## src/rtl/bootswap_pkg.sv

```systemverilog
package bootswap_pkg;

    typedef enum logic [1:0] {
        BS_SMALL = 2'b00,
        BS_MID   = 2'b01,
        BS_LARGE = 2'b10,
        BS_RSVD  = 2'b11
    } bsize_e;

    typedef struct packed {
        logic [2:0] pad;
        logic       strap;
        bsize_e     size;
        logic       lock;
        logic       swap;
    } ctl_view_t;

    typedef struct packed {
        logic   wr;
        logic   swap_bit;
        logic   lock_bit;
        bsize_e size;
    } wr_req_t;

    localparam int VIEW_W = $bits(ctl_view_t);

    function automatic logic [1:0] size_offset(bsize_e s);
        case (s)
            BS_MID:   return 2'd1;
            BS_LARGE: return 2'd2;
            default:  return 2'd0;
        endcase
    endfunction

endpackage

```

## src/rtl/bootswap_aon.sv

```systemverilog
module bootswap_aon
    import bootswap_pkg::*;
(
    input  logic    clk,
    input  logic    aon_rst,
    input  wr_req_t req,
    input  logic    lock_q,
    input  logic    strap_in,
    input  logic    strap_sample,
    output logic    swap_q,
    output logic    strap_q
);
    logic wr_ok;

    assign wr_ok = req.wr && !lock_q && !strap_q;

    always_ff @(posedge clk) begin
        if (aon_rst) begin
            swap_q  <= 1'b0;
            strap_q <= 1'b0;
        end else begin
            if (strap_sample) strap_q <= strap_in;
            if (wr_ok)        swap_q  <= req.swap_bit;
        end
    end
endmodule

```

## src/rtl/bootswap_sys.sv

```systemverilog
module bootswap_sys
    import bootswap_pkg::*;
(
    input  logic    clk,
    input  logic    sys_rst,
    input  wr_req_t req,
    output logic    lock_q,
    output bsize_e  size_q
);
    always_ff @(posedge clk) begin
        if (sys_rst) begin
            lock_q <= 1'b0;
            size_q <= BS_SMALL;
        end else if (req.wr) begin
            lock_q <= lock_q | req.lock_bit;
            size_q <= req.size;
        end
    end
endmodule

```

## src/rtl/bootswap_flip.sv

```systemverilog
module bootswap_flip
    import bootswap_pkg::*;
#(
    parameter int ADDR_W   = 32,
    parameter int BASE_BIT = 16
) (
    input  logic [ADDR_W-1:0] addr_in,
    input  logic              swap,
    input  bsize_e            size,
    output logic [ADDR_W-1:0] addr_out
);
    localparam int SEL_W = $clog2(ADDR_W);

    logic [SEL_W-1:0] sel;

    assign sel = SEL_W'(BASE_BIT) + SEL_W'(size_offset(size));

    for (genvar i = 0; i < ADDR_W; i++) begin : g_bit
        assign addr_out[i] = addr_in[i] ^ (swap && (sel == SEL_W'(i)));
    end
endmodule

```

## src/rtl/bootswap_remap.sv

```systemverilog
module bootswap_remap
    import bootswap_pkg::*;
#(
    parameter int ADDR_W   = 32,
    parameter int BASE_BIT = 16
) (
    input  logic              clk,
    input  logic              aon_rst,
    input  logic              sys_rst,
    input  logic              reg_wr_en,
    input  logic [7:0]        reg_wdata,
    output logic [7:0]        reg_rdata,
    input  logic              strap_in,
    input  logic              strap_sample,
    input  logic [ADDR_W-1:0] fetch_addr,
    output logic [ADDR_W-1:0] remap_addr,
    output logic              swap_active
);
    wr_req_t   req;
    ctl_view_t view;
    logic      swap_q, strap_q, lock_q;
    bsize_e    size_q;

    assign req.wr       = reg_wr_en;
    assign req.swap_bit = reg_wdata[0];
    assign req.lock_bit = reg_wdata[1];
    assign req.size     = bsize_e'(reg_wdata[3:2]);

    bootswap_aon u_aon (
        .clk(clk), .aon_rst(aon_rst), .req(req), .lock_q(lock_q),
        .strap_in(strap_in), .strap_sample(strap_sample),
        .swap_q(swap_q), .strap_q(strap_q)
    );

    bootswap_sys u_sys (
        .clk(clk), .sys_rst(sys_rst), .req(req),
        .lock_q(lock_q), .size_q(size_q)
    );

    assign swap_active = swap_q | strap_q;

    bootswap_flip #(.ADDR_W(ADDR_W), .BASE_BIT(BASE_BIT)) u_flip (
        .addr_in(fetch_addr), .swap(swap_active), .size(size_q),
        .addr_out(remap_addr)
    );

    always_comb begin
        view       = '0;
        view.swap  = swap_q;
        view.lock  = lock_q;
        view.size  = size_q;
        view.strap = strap_q;
    end

    assign reg_rdata = view;
endmodule


```

## config.mk

```make
export PLATFORM = sky130hd
export DESIGN_NAME = bootswap_remap
export DESIGN_NICKNAME = d
export VERILOG_FILES = /design/src/rtl/bootswap_pkg.sv /design/src/rtl/bootswap_aon.sv /design/src/rtl/bootswap_sys.sv /design/src/rtl/bootswap_flip.sv /design/src/rtl/bootswap_remap.sv
export SDC_FILE = /design/constraint.sdc
export NUM_CORES = 1
export LEC_CHECK = 0
export BUFFER_PORTS_ARGS = -buffer_cell sky130_fd_sc_hd__buf_4
export CAP_MARGIN = 20
export CELL_PAD_IN_SITES_DETAIL_PLACEMENT = 1
export CELL_PAD_IN_SITES_GLOBAL_PLACEMENT = 2
export CORE_ASPECT_RATIO = 0.9
export CORE_MARGIN = 10
export CORE_UTILIZATION = 11
export DETAILED_ROUTE_END_ITERATION = 8
export PLACE_DENSITY_LB_ADDON = 0.1
export SLEW_MARGIN = 20
export SYNTH_ARGS = -nofsm -noshare
export SYNTH_HDL_FRONTEND = slang
export SYNTH_SLANG_ARGS = --single-unit
```

## constraint.sdc

```tcl
create_clock -name clk -period 1.3 [get_ports clk]
set_clock_uncertainty 0.2 [all_clocks]
set_input_delay 0.195 -clock clk [delete_from_list [all_inputs] [get_ports clk]]
set_output_delay 0.195 -clock clk [all_outputs]
set_load 0.02 [all_outputs]
```

==> impl_metrics.tcl <==
set metrics [dict create \
    outcome "finished, violations left" \
    violations_in_the_final_reports "setup timing" \
    post-dp-hpwl_um 1200 \
    worst_ep_arrival_time_ns 1.21 \
    tritoncts_clock_tree "done" \
    global_route_wire_length_before_repair_um 2080 \
    dpl-instance-area_um2 672 \
    timing.critical_path.max_delay_family "flip-flops" \
    timing_hold_violations_final 0 \
    layout_commonest_cell "buf_4" \
    rsz_0062_raised_after_global_routing "yes" \
    crit_required_ns 0.90 \
    finalNetCount 119 \
    cp.buffers_inverters 2 \
    total_leakage_power_uw 0.000351 \
    place_ws_ns -0.125 \
    timing.critical_path.cells "inv_2 > ha_4 > o21ai_4 > xnor2_4 > buf_6" \
    routed_wl_um 1350 \
    power.density_nw_per_um2 873 \
    ir_drop_uv 201 \
    grt_pass1_vias 418 \
    critical_path.startpoint_type "register" \
    grt_overflow 0 \
    dieWidth_um 93.9 \
    layout.cell_area.non_filler_um2 796 \
    num_rows 24 \
    timing.max_cap.violations 0 \
    detail_route.wl_per_cell_um 10.0 \
    floorplan.initialDensity_pct 11.2 \
    cts_num_sinks 5 \
    share_of_cells_above_drive_strength_1_pct 71.4 \
    cts_h_tree_lvls 1 \
    synth_seq_area_share_pct 18.5 \
    cts_inserted_buffers 3 \
    worst-r2r-cell-count 4 \
    antenna_cells 0 \
    worst-setup-path-type "register to output port" \
    fillers 560 \
    setup_viol 5 \
    fin_ws_ns -0.307 \
    path_depth 5 \
    final_max_slew_viol_count 0 \
    post-route-drc-count 0 \
    antenna_found_initial 0 \
    slowest_stage "dfxtp_4" \
    gp_congestion 0.582 \
    clk_root_buf "clkbuf_8" \
    critical_path_peak_fanout 3 \
    min_delay_path_depth 3 \
    num_vias 363 \
    synth.cell_area_um2 541 \
    io_pins 87 \
    areaGrowthSynthToFinish_pct 47.2 \
    max_clock_freq_mhz 622 \
    fp.dieH_um 86.5 \
    clock_latency_ns 0.22 \
    yosys_warnings 0 \
    design.die.area_um2 8120 \
    input_output_buffers 23 \
    post_synth_num_cell_types 14 \
    fp.coreArea_um2 4800 \
    drtAntennaViolNets 0 \
    largest_net_degree_at_the_start_of_global_routing 6 \
    period_minus_slack_ns 1.61 \
    cts.reportedPaths.clkPinSlew_ns 0.03 \
    vias_per_cell 2.69 \
    holdCritPathClass "input pin to register" \
    drt-initial-drc-count 4 \
    flop_and_latch_count_out_of_synthesis 5 \
    clk_path_buf_depth 2 \
    avgSynthCellArea_um2 8.32 \
    finalCoreUtilization_pct 16.6 \
    layout_common_cells "buf_4 (26), buf_6 (5), nor2_1 (4), mux2i_1 (4), dfxtp_4 (4)" \
    netlist_instances 65 \
    final_min_period_over_clock_period_pct 124 \
    timing.critical_path.slowest_cell_delay_ns 0.36 \
    critPathCaptureType "output port" \
    grtUsageTotal_pct 3.41 \
    detail_route.first_pass.iterations 2 \
]
==> through the flow <==
stage	power, µW	instances	TNS [ns]	hold slack, ns
floorplan	424	67	-0.230	0.0577
detailed placement	394	128	-0.509	0.172
finish	694	135	-1.23	0.0147
CTS	705	134	-1.35	0.00833
global route	740	135	-1.48	0.0284
global placement	393	128	-0.478	0.177
==> cells in the mapped netlist, drive strengths merged <==
cell type  count  area (µm²)
nand2b         2        12.5
nor2           4        15.0
a21oi          1        5.00
o211ai         1        7.51
conb           1        3.75
buf           34         255
dfxtp          5         100
nor3b          1        12.5
mux2i          4        40.0
o21ai          3        15.0
ha             2        25.0
inv            2        7.51
or2            1        6.26
xnor2          4        35.0
==> worst paths after layout <==
check                       start        endpoint  slack, ns
setup / recovery  u_sys.size_q[0]  remap_addr[16]      -0.31
setup reg to reg    u_aon.strap_q    u_aon.swap_q       0.08
hold / removal       reg_wdata[1]    u_sys.lock_q       0.01
hold reg to reg      u_sys.lock_q    u_sys.lock_q       0.36
==> cell families (layout without fill, tap and decap cells) <==
family                   Yosys count  after routing  synth area share [%]
AO/OA/AOI/OAI                      5              5                  5.09
XOR/XNOR                           4              4                  6.48
adder cells (fa/ha/maj)            2              2                  4.63
buffers and inverters             36             39                  48.6
flip-flops                         5              5                  18.5
multiplexers                       4              4                  7.41
other                              1              3                 0.694
AND/OR/NAND/NOR                    8              8                  8.56
==> state kept, by name, indices dropped and copies added (netlist names) <==
signal         count
u_aon.strap_q      1
u_aon.swap_q       1
u_sys.lock_q       1
u_sys.size_q       2
==> layer usage <==
metal	GRT usage [%]	vias up	routed length [µm]
met5	0	-	0
met4	1.52	0	4
met3	2.68	2	133
met2	4.77	19	633
met1	3.70	166	580
li1	-	176	-
==> power by group <==
part	internal (µW)	leakage (µW)	switching (µW)
Sequential	162	0.0000440	14.8
Combinational	136	0.000284	102
Clock	210	0.0000228	70.0
Total	508	0.000351	187
==> worst min-delay path: stages <==
cell	delay [ns]
buf_4	0.08
a21oi_1	0.05
nor2_1	0.07
==> layout make-up <==
| type | instances | area, µm² | area share, % |
|---|---|---|---|
| timing repair buffer | 33 | 272 | 34.1 |
| multi-input combinational | 26 | 275 | 34.6 |
| inverter | 2 | 7.51 | 0.943 |
| tap | 65 | 81.3 | 10.2 |
| clock buffer | 4 | 45.0 | 5.66 |
| sequential | 5 | 115 | 14.5 |
==> repair_timing <==
action | 4_1_cts | 5_1_grt
endpoints found under the setup margin | 7 | 6
gates resized for setup | 15 | 2
buffers inserted | 1 | 1
endpoints found under the hold margin | 4 | 0
hold buffers | 2 | 0
cloned | 0 | 0
pin swaps | 5 | 3
Note: power is estimated with default switching activity, not from simulation.
